### config.mk
export PLATFORM = sky130hd
export DESIGN_NAME = hsadd_unit
export DESIGN_NICKNAME = d
export VERILOG_FILES = /design/src/rtl/hsadd_unit.sv
export SDC_FILE = /design/constraint.sdc
export NUM_CORES = 1
export LEC_CHECK = 0
export ABC_CLOCK_PERIOD_IN_PS = 6300
export BUFFER_PORTS_ARGS = -buffer_cell sky130_fd_sc_hd__buf_2
export CORE_UTILIZATION = 54
export DETAILED_ROUTE_END_ITERATION = 6
export PLACE_DENSITY = 0.87
export SYNTH_ARGS = -nofsm -noshare
export SYNTH_HDL_FRONTEND = slang
export SYNTH_SLANG_ARGS = --single-unit
### constraint.sdc
create_clock -name clk -period 6.3 [get_ports clk]
set_input_delay 0.315 -clock clk [delete_from_list [all_inputs] [get_ports clk]]
set_output_delay 0.315 -clock clk [all_outputs]
set_load 0.02 [all_outputs]
### src/rtl/hsadd_unit.sv
module hsadd_unit #(
  parameter int LANES = 4,
  parameter int LW    = 16,
  parameter int SHW   = 2
) (
  input  logic                clk,
  input  logic                rst,
  input  logic                load,
  input  logic [31:0]         insn,
  input  logic                wide_mode,
  input  logic [LANES*LW-1:0] shift_val,
  input  logic [LANES*LW-1:0] add_val,
  output logic [LANES*LW-1:0] result,
  output logic                hit,
  output logic                is_left,
  output logic                is_right,
  output logic [4:0]          dest_idx,
  output logic [4:0]          shift_idx,
  output logic [4:0]          add_idx,
  output logic [LANES*LW-1:0] r_result,
  output logic                r_hit,
  output logic [4:0]          r_dest
);
  localparam int DW = LANES * LW;
  localparam int EW = LW + (1 << SHW) + 1;
  localparam logic signed [EW-1:0] MAXV = EW'((1 << (LW - 1)) - 1);
  localparam logic signed [EW-1:0] MINV = EW'(-(1 << (LW - 1)));

  logic [SHW-1:0] sh;
  logic           form_ok, want_left, want_right, claim;
  logic [DW-1:0]  lanes;

  assign sh         = insn[7:6];
  assign form_ok    = (insn[31:26] == 6'b000010) && (insn[15:12] == 4'b0000) && !insn[5];
  assign want_left  = (insn[11:8] == 4'b0111);
  assign want_right = (insn[11:8] == 4'b0101);
  assign claim      = form_ok && (sh != '0) && wide_mode;

  assign is_left   = claim && want_left;
  assign is_right  = claim && want_right;
  assign hit       = is_left || is_right;
  assign dest_idx  = insn[4:0];
  assign shift_idx = insn[20:16];
  assign add_idx   = insn[25:21];

  for (genvar g = 0; g < LANES; g++) begin : g_lane
    logic signed [EW-1:0] sa, sb, sc, sum;
    assign sa  = EW'(signed'(shift_val[g*LW +: LW]));
    assign sb  = EW'(signed'(add_val[g*LW +: LW]));
    assign sc  = want_left ? (sa <<< sh) : (sa >>> sh);
    assign sum = sc + sb;
    assign lanes[g*LW +: LW] = (sum > MAXV) ? MAXV[LW-1:0] :
                               (sum < MINV) ? MINV[LW-1:0] : sum[LW-1:0];
  end

  assign result = hit ? lanes : '0;

  always_ff @(posedge clk) begin
    if (rst) begin
      r_hit    <= 1'b0;
      r_result <= '0;
      r_dest   <= '0;
    end else if (load) begin
      r_hit    <= hit;
      r_result <= result;
      r_dest   <= dest_idx;
    end
  end


  sh_zero_yield_chk: assert property (@(posedge clk) disable iff (rst)
    (insn[7:6] == 2'b00) |-> !hit);

  mode_gate_chk: assert property (@(posedge clk) disable iff (rst)
    !wide_mode |-> !hit);

  dir_onehot_chk: assert property (@(posedge clk) disable iff (rst)
    $onehot0({is_left, is_right}));

  idle_zero_chk: assert property (@(posedge clk) disable iff (rst)
    !hit |-> (result == '0));

  load_capture_chk: assert property (@(posedge clk) disable iff (rst)
    load |=> (r_result == $past(result)) && (r_hit == $past(hit)));

  hold_chk: assert property (@(posedge clk) disable iff (rst)
    !load |=> $stable(r_result) && $stable(r_hit) && $stable(r_dest));
endmodule

=== Word level (Yosys, flattened, before mapping) ===
Index checks and enable logic that the tools add are counted.

* Add/sub/neg operators: 4
* Magnitude comparators: 8
* Equality and inequality tests: 3
* Shifts and indexed selects: 8
* Muxes and demuxes: 13
* Reductions and logical operators: 10

{| class="wikitable"
|+ Operators with widths
! operator !! count
|-
| two-way mux 16 bit || 8
|-
| adder 21 x 16 -> 21 bit || 4
|-
| greater-than comparator 21 x 16 -> 1 bit (second input constant) || 4
|-
| < comparator 21 x 16 -> 1 bit (second input constant) || 4
|-
| two-way mux 21 bit || 4
|-
| <<< shifter 16 x 2 -> 21 bit || 4
|-
| >>> shifter 16 x 2 -> 21 bit || 4
|-
| two-way mux 64 bit || 1
|-
| == test 4 x 3 -> 1 bit (second input constant) || 2
|-
| == test 6 x 2 -> 1 bit (second input constant) || 1
|-
| logical AND 1 bit || 6
|-
| logical NOT 4 bit || 1
|-
| nonzero test 2 bit || 1
|-
| logical NOT 1 bit || 1
|-
| logical OR 1 bit || 1
|}

* Bits in registers: 70
* Input port bits: 164
* Output and inout port bits: 152
* Word-level logic and storage cells: 49

=== Depth between registers and ports, before layout ===
* Depth in word-level cells: 8
* Gate-level depth with buffers: 21
* Mapped depth without buffers: 17

=== Least setup slack after synthesis ===
No wires, ideal clock.

* Path kind: input port to output port
* Start point: input port insn[11]
* End point: output port result[50]
* Arrival: 4.668 ns
* Data required time: 5.985 ns
* Slack: 1.317 ns
* Cell stages on the path: 19
* Cell sequence: and3b_1 > and2_1 > clkbuf_1 > buf_1 > clkbuf_1 > nor2_1 > nor3_1 > a31oi_1 > ha_1 > buf_2 > a21o_1 > o21bai_1 > a221oi_1 > o21ai_2 > xnor2_1 > or4_1 > o32a_4 > clkbuf_1 > o21ai_0

* Word-level cells in the longest chain between the ends: 7

{| class="wikitable"
|+ RTL lines
! what !! line !! text
|-
| start: declaration || 9 || <nowiki>input logic [31:0] insn,</nowiki>
|-
| == test 4 x 3 -> 1 bit || 35 || <nowiki>assign want_left = (insn[11:8] == 4'b0111);</nowiki>
|-
| two-way mux 21 bit || 50 || <nowiki>assign sc = want_left ? (sa <<< sh) : (sa >>> sh);</nowiki>
|-
| adder 21 x 16 -> 21 bit || 51 || <nowiki>assign sum = sc + sb;</nowiki>
|-
| < comparator 21 x 16 -> 1 bit || 53 || <nowiki>(sum < MINV) ? MINV[LW-1:0] : sum[LW-1:0];</nowiki>
|-
| two-way mux 16 bit || 53 ||
|-
| two-way mux 16 bit || 52 || <nowiki>assign lanes[g*LW +: LW] = (sum > MAXV) ? MAXV[LW-1:0] :</nowiki>
|-
| two-way mux 64 bit * || 56 || <nowiki>assign result = hit ? lanes : '0;</nowiki>
|-
| end: declaration || 13 || <nowiki>output logic [LANES*LW-1:0] result,</nowiki>
|}

Mark *: on every way between the ends. The rest lies on a longest branch, timed or not.

=== Worst setup path in the final report ===
* Start point: input port insn[11]
* End point: output port result[34]

The elaborated chain is that of the path after synthesis.

==> metrics.md <==
| Metric | Value |
|---|---|
| Post-DP HPWL | 25100 microns |
| Vias after detailed routing | between 10000 and 15000 |
| Global route total overflow | 0 |
| RSZ-0062 raised after global routing | no |
| Die area | 19100 sq um |
| Inst Count DP | 1953 |
| Setup TNS Final | 0 ns |
| DRT Pass-1 Iters | 7 |
| Number of global-route vias before repair | 11000 |
| Filler cells | roughly 1600 |
| Final net count | between 1500 and 2000 |
| H-tree depth | 3 |
| Slowest CP cell | buf_4 |
| Layout cells sized above 1 | between 20% and 30% |
| Lkg Pwr | 5.67 nW |
| Setup-failing EPs final | 0 |
| Antenna violations before repair | 7 |
| FF-to-FF setup slack | 5.54 ns |
| Port-buffer cells | ~300 |
| Critical path arrival | 5.28 ns |
| Top FF cell, synth | dfxtp_1 |
| Yosys reg bits | 70 |
| Die H | approximately 140 microns |
| Rows | around 50 |
| Crit path launch type | input port |
| Post-route ant nets | 0 |
| # resized after CTS | 0 |
| Critical path class | input port to primary output |
| Synth top area share | approximately 14% |
| Worst Tran Pin Value | around 1.1 ns |
| Clk pin slew, worst setup/hold paths | approximately 0.060 ns |
| Post-Syn Area per Cell | roughly 6.6 sq um |
| Final slew viol count | 0 |
| Starting Density | between 50% and 60% |
| Routed vias/inst | 6.08 |
| CP max stage delay | 0.45 ns |
| Total chip power | 2.02 mW |
| Largest area contributor in the netlist | dfxtp_1 |
| Hold_sp | insn[0] |
| Clock root buffer master | clkbuf_16 |
| 1st-iter DRT viols | ~950 |
| Syn. warnings | 0 |
| Period minus WS final | between 5 and 6 ns |
| Number of synthesized flops with an enable pin | 0 |
| Netlist cell types | 73 |
| Status | finished with violations |
| Post-synthesis to final-layout area growth | 17.7% |
| Gr usage total | 33.1% |
| Cells after Synth | around 1500 |
| Normalized max-slew margin | between 20% and 30% |
| P per Cell Area | about 170 nW/um^2 |
| Fraction of registers with async set/reset | 0% |
| Max_cap viols | 0 |
| Residual DRC count | 28 |
| Post-synth net total | 1767 |
| CTS tree | built |
| WP data required | between 5 and 6 ns |
| CTS max path bufs | 2 |
| Core box area | 18100 sq um |
| Largest net degree at the start of global routing | roughly 160 |
| Buffer count from post-CTS setup fixing | 0 |
| Tcrit/Tclk final | between 80% and 90% |
| Failing checks | DRC |
| Worst-path cell chain | buf_2 > and3b_1 > and2_2 > buf_4 > nand2_1 > a311oi_1 > a21oi_1 > fa_1 > nand2b_1 > a21oi_1 > o21ai_1 > o21ai_0 > a211oi_1 > nor2b_1 > nand3_1 > o21ai_0 > buf_2 |
| Avg WL per Cell | around 16 microns |
| Worst skew pair latency | about 0.34 ns |
| Die Wd | about 140 microns |
| GP Congestion | around 0.94 |
| # IOs | roughly 320 |
| Worst Path Max Fanout | 39 |
| Count leader, synth | nand2_1 |
| Clock skew | 0 ns |
| R2r startpoint | r_result[29] |
| Crit. Startpoint | insn[11] |
| Worst Hold Class | input port to flop |
| Sequential area share after synthesis | approximately 14% |
| CP endpoint kind | primary output |
| Fin cells | about 2000 |
| Layout Utilization | roughly two thirds |
| Post-Syn Area | 10000 sq um |
| Inserted Clock Buffers | 9 |
| # clock sinks | 70 |
| First-pass GRT wire length | about 53000 microns |
| Final Hold Vio Count | 0 |
| VDD IR max | 0.000135 V |
| WL final | about 33000 microns |
| Area contributors post-synth | dfxtp_1, ha_1, o21ai_0 |
| Synth cell count leaders | nand2_1, o21ai_0, nor2_1, a21oi_1, ha_1 |
| Highest Clock Rate | 0.179 GHz |
| Hold_buf cts | 0 |
-- worst max-delay path: cells and delay by family --
kind                     cells  cell delay (ns)
AO/OA/AOI/OAI                7             1.85
adder cells (fa/ha/maj)      1             0.45
buffers and inverters        3             0.81
AND/OR/NAND/NOR              6             1.82
-- layer usage --
layer / part of all wire (%) / track usage, %
met1: 42 / 41.8
met3: 6.0 / 3.91
met5: 0 / 0
met2: 48 / 55.8
met4: 4.0 / 16.6
-- final timing paths --
check                      end  depth (start not counted)
setup / recovery    result[34]                         17
hold / removal       r_dest[0]                          3
setup reg to reg  r_result[29]                          2
hold reg to reg   r_result[33]                          2
-- cell type report --
type,count,area (sq um),area share (%)
multi-input cells,1315,8040,68.2
clock inverters,6,92.6,0.785
flip-flops and latches,70,1400,11.9
inverters,29,109,0.923
repair buffers,310,1610,13.6
diodes,7,17.5,0.148
clock buffers,10,239,2.03
well taps,229,287,2.43
-- cell usage in the layout (no fill, tap or decap), types with 36 or more instances in the layout --
cell      count
nand2_1     233
buf_2       293
o211ai_1     50
nand3_1      57
a21oi_1     145
ha_1         76
o21a_1       36
nor2_1      175
dfxtp_1      70
o21ai_0     182
-- flip-flops by register name, summed over array words and instances, names as in the netlist --
| signal | count |
|---|---|
| r_dest | 5 |
| r_result | 64 |
| r_hit | 1 |
-- metrics by stage --
| step | hold WS [ns] | worst slack [ns] | area, sq um |
|---|---|---|---|
| floorplan | 0.462 | 1.32 | 10000 |
| global placement | 0.434 | 0.834 | 11400 |
| detailed placement | 0.439 | 0.782 | 11400 |
| CTS | 0.221 | 0.756 | 11800 |
| global route | 0.248 | 0.300 | 11800 |
| finish | 0.228 | 0.704 | 11800 |
-- logic make-up (layout without fill, tap and decap cells) --
group,after synthesis,count (layout),synth area share (%)
and+or+nand+nor,589,589,25.9
xor gates and xnor gates,54,54,4.72
other,0,7,0
adders and majority gates,80,80,10.3
buffers and inverters,138,355,5.78
muxes,53,53,6.46
DFF,70,70,14.0
AOI/OAI and AO/OA,539,539,32.9
-- report_power, final --
part,switching (mW),internal (mW)
sequential,0.00488,0.453
combinational,0.587,0.395
clock,0.223,0.361
No activity file was read; power rests on OpenSTA's default activity.
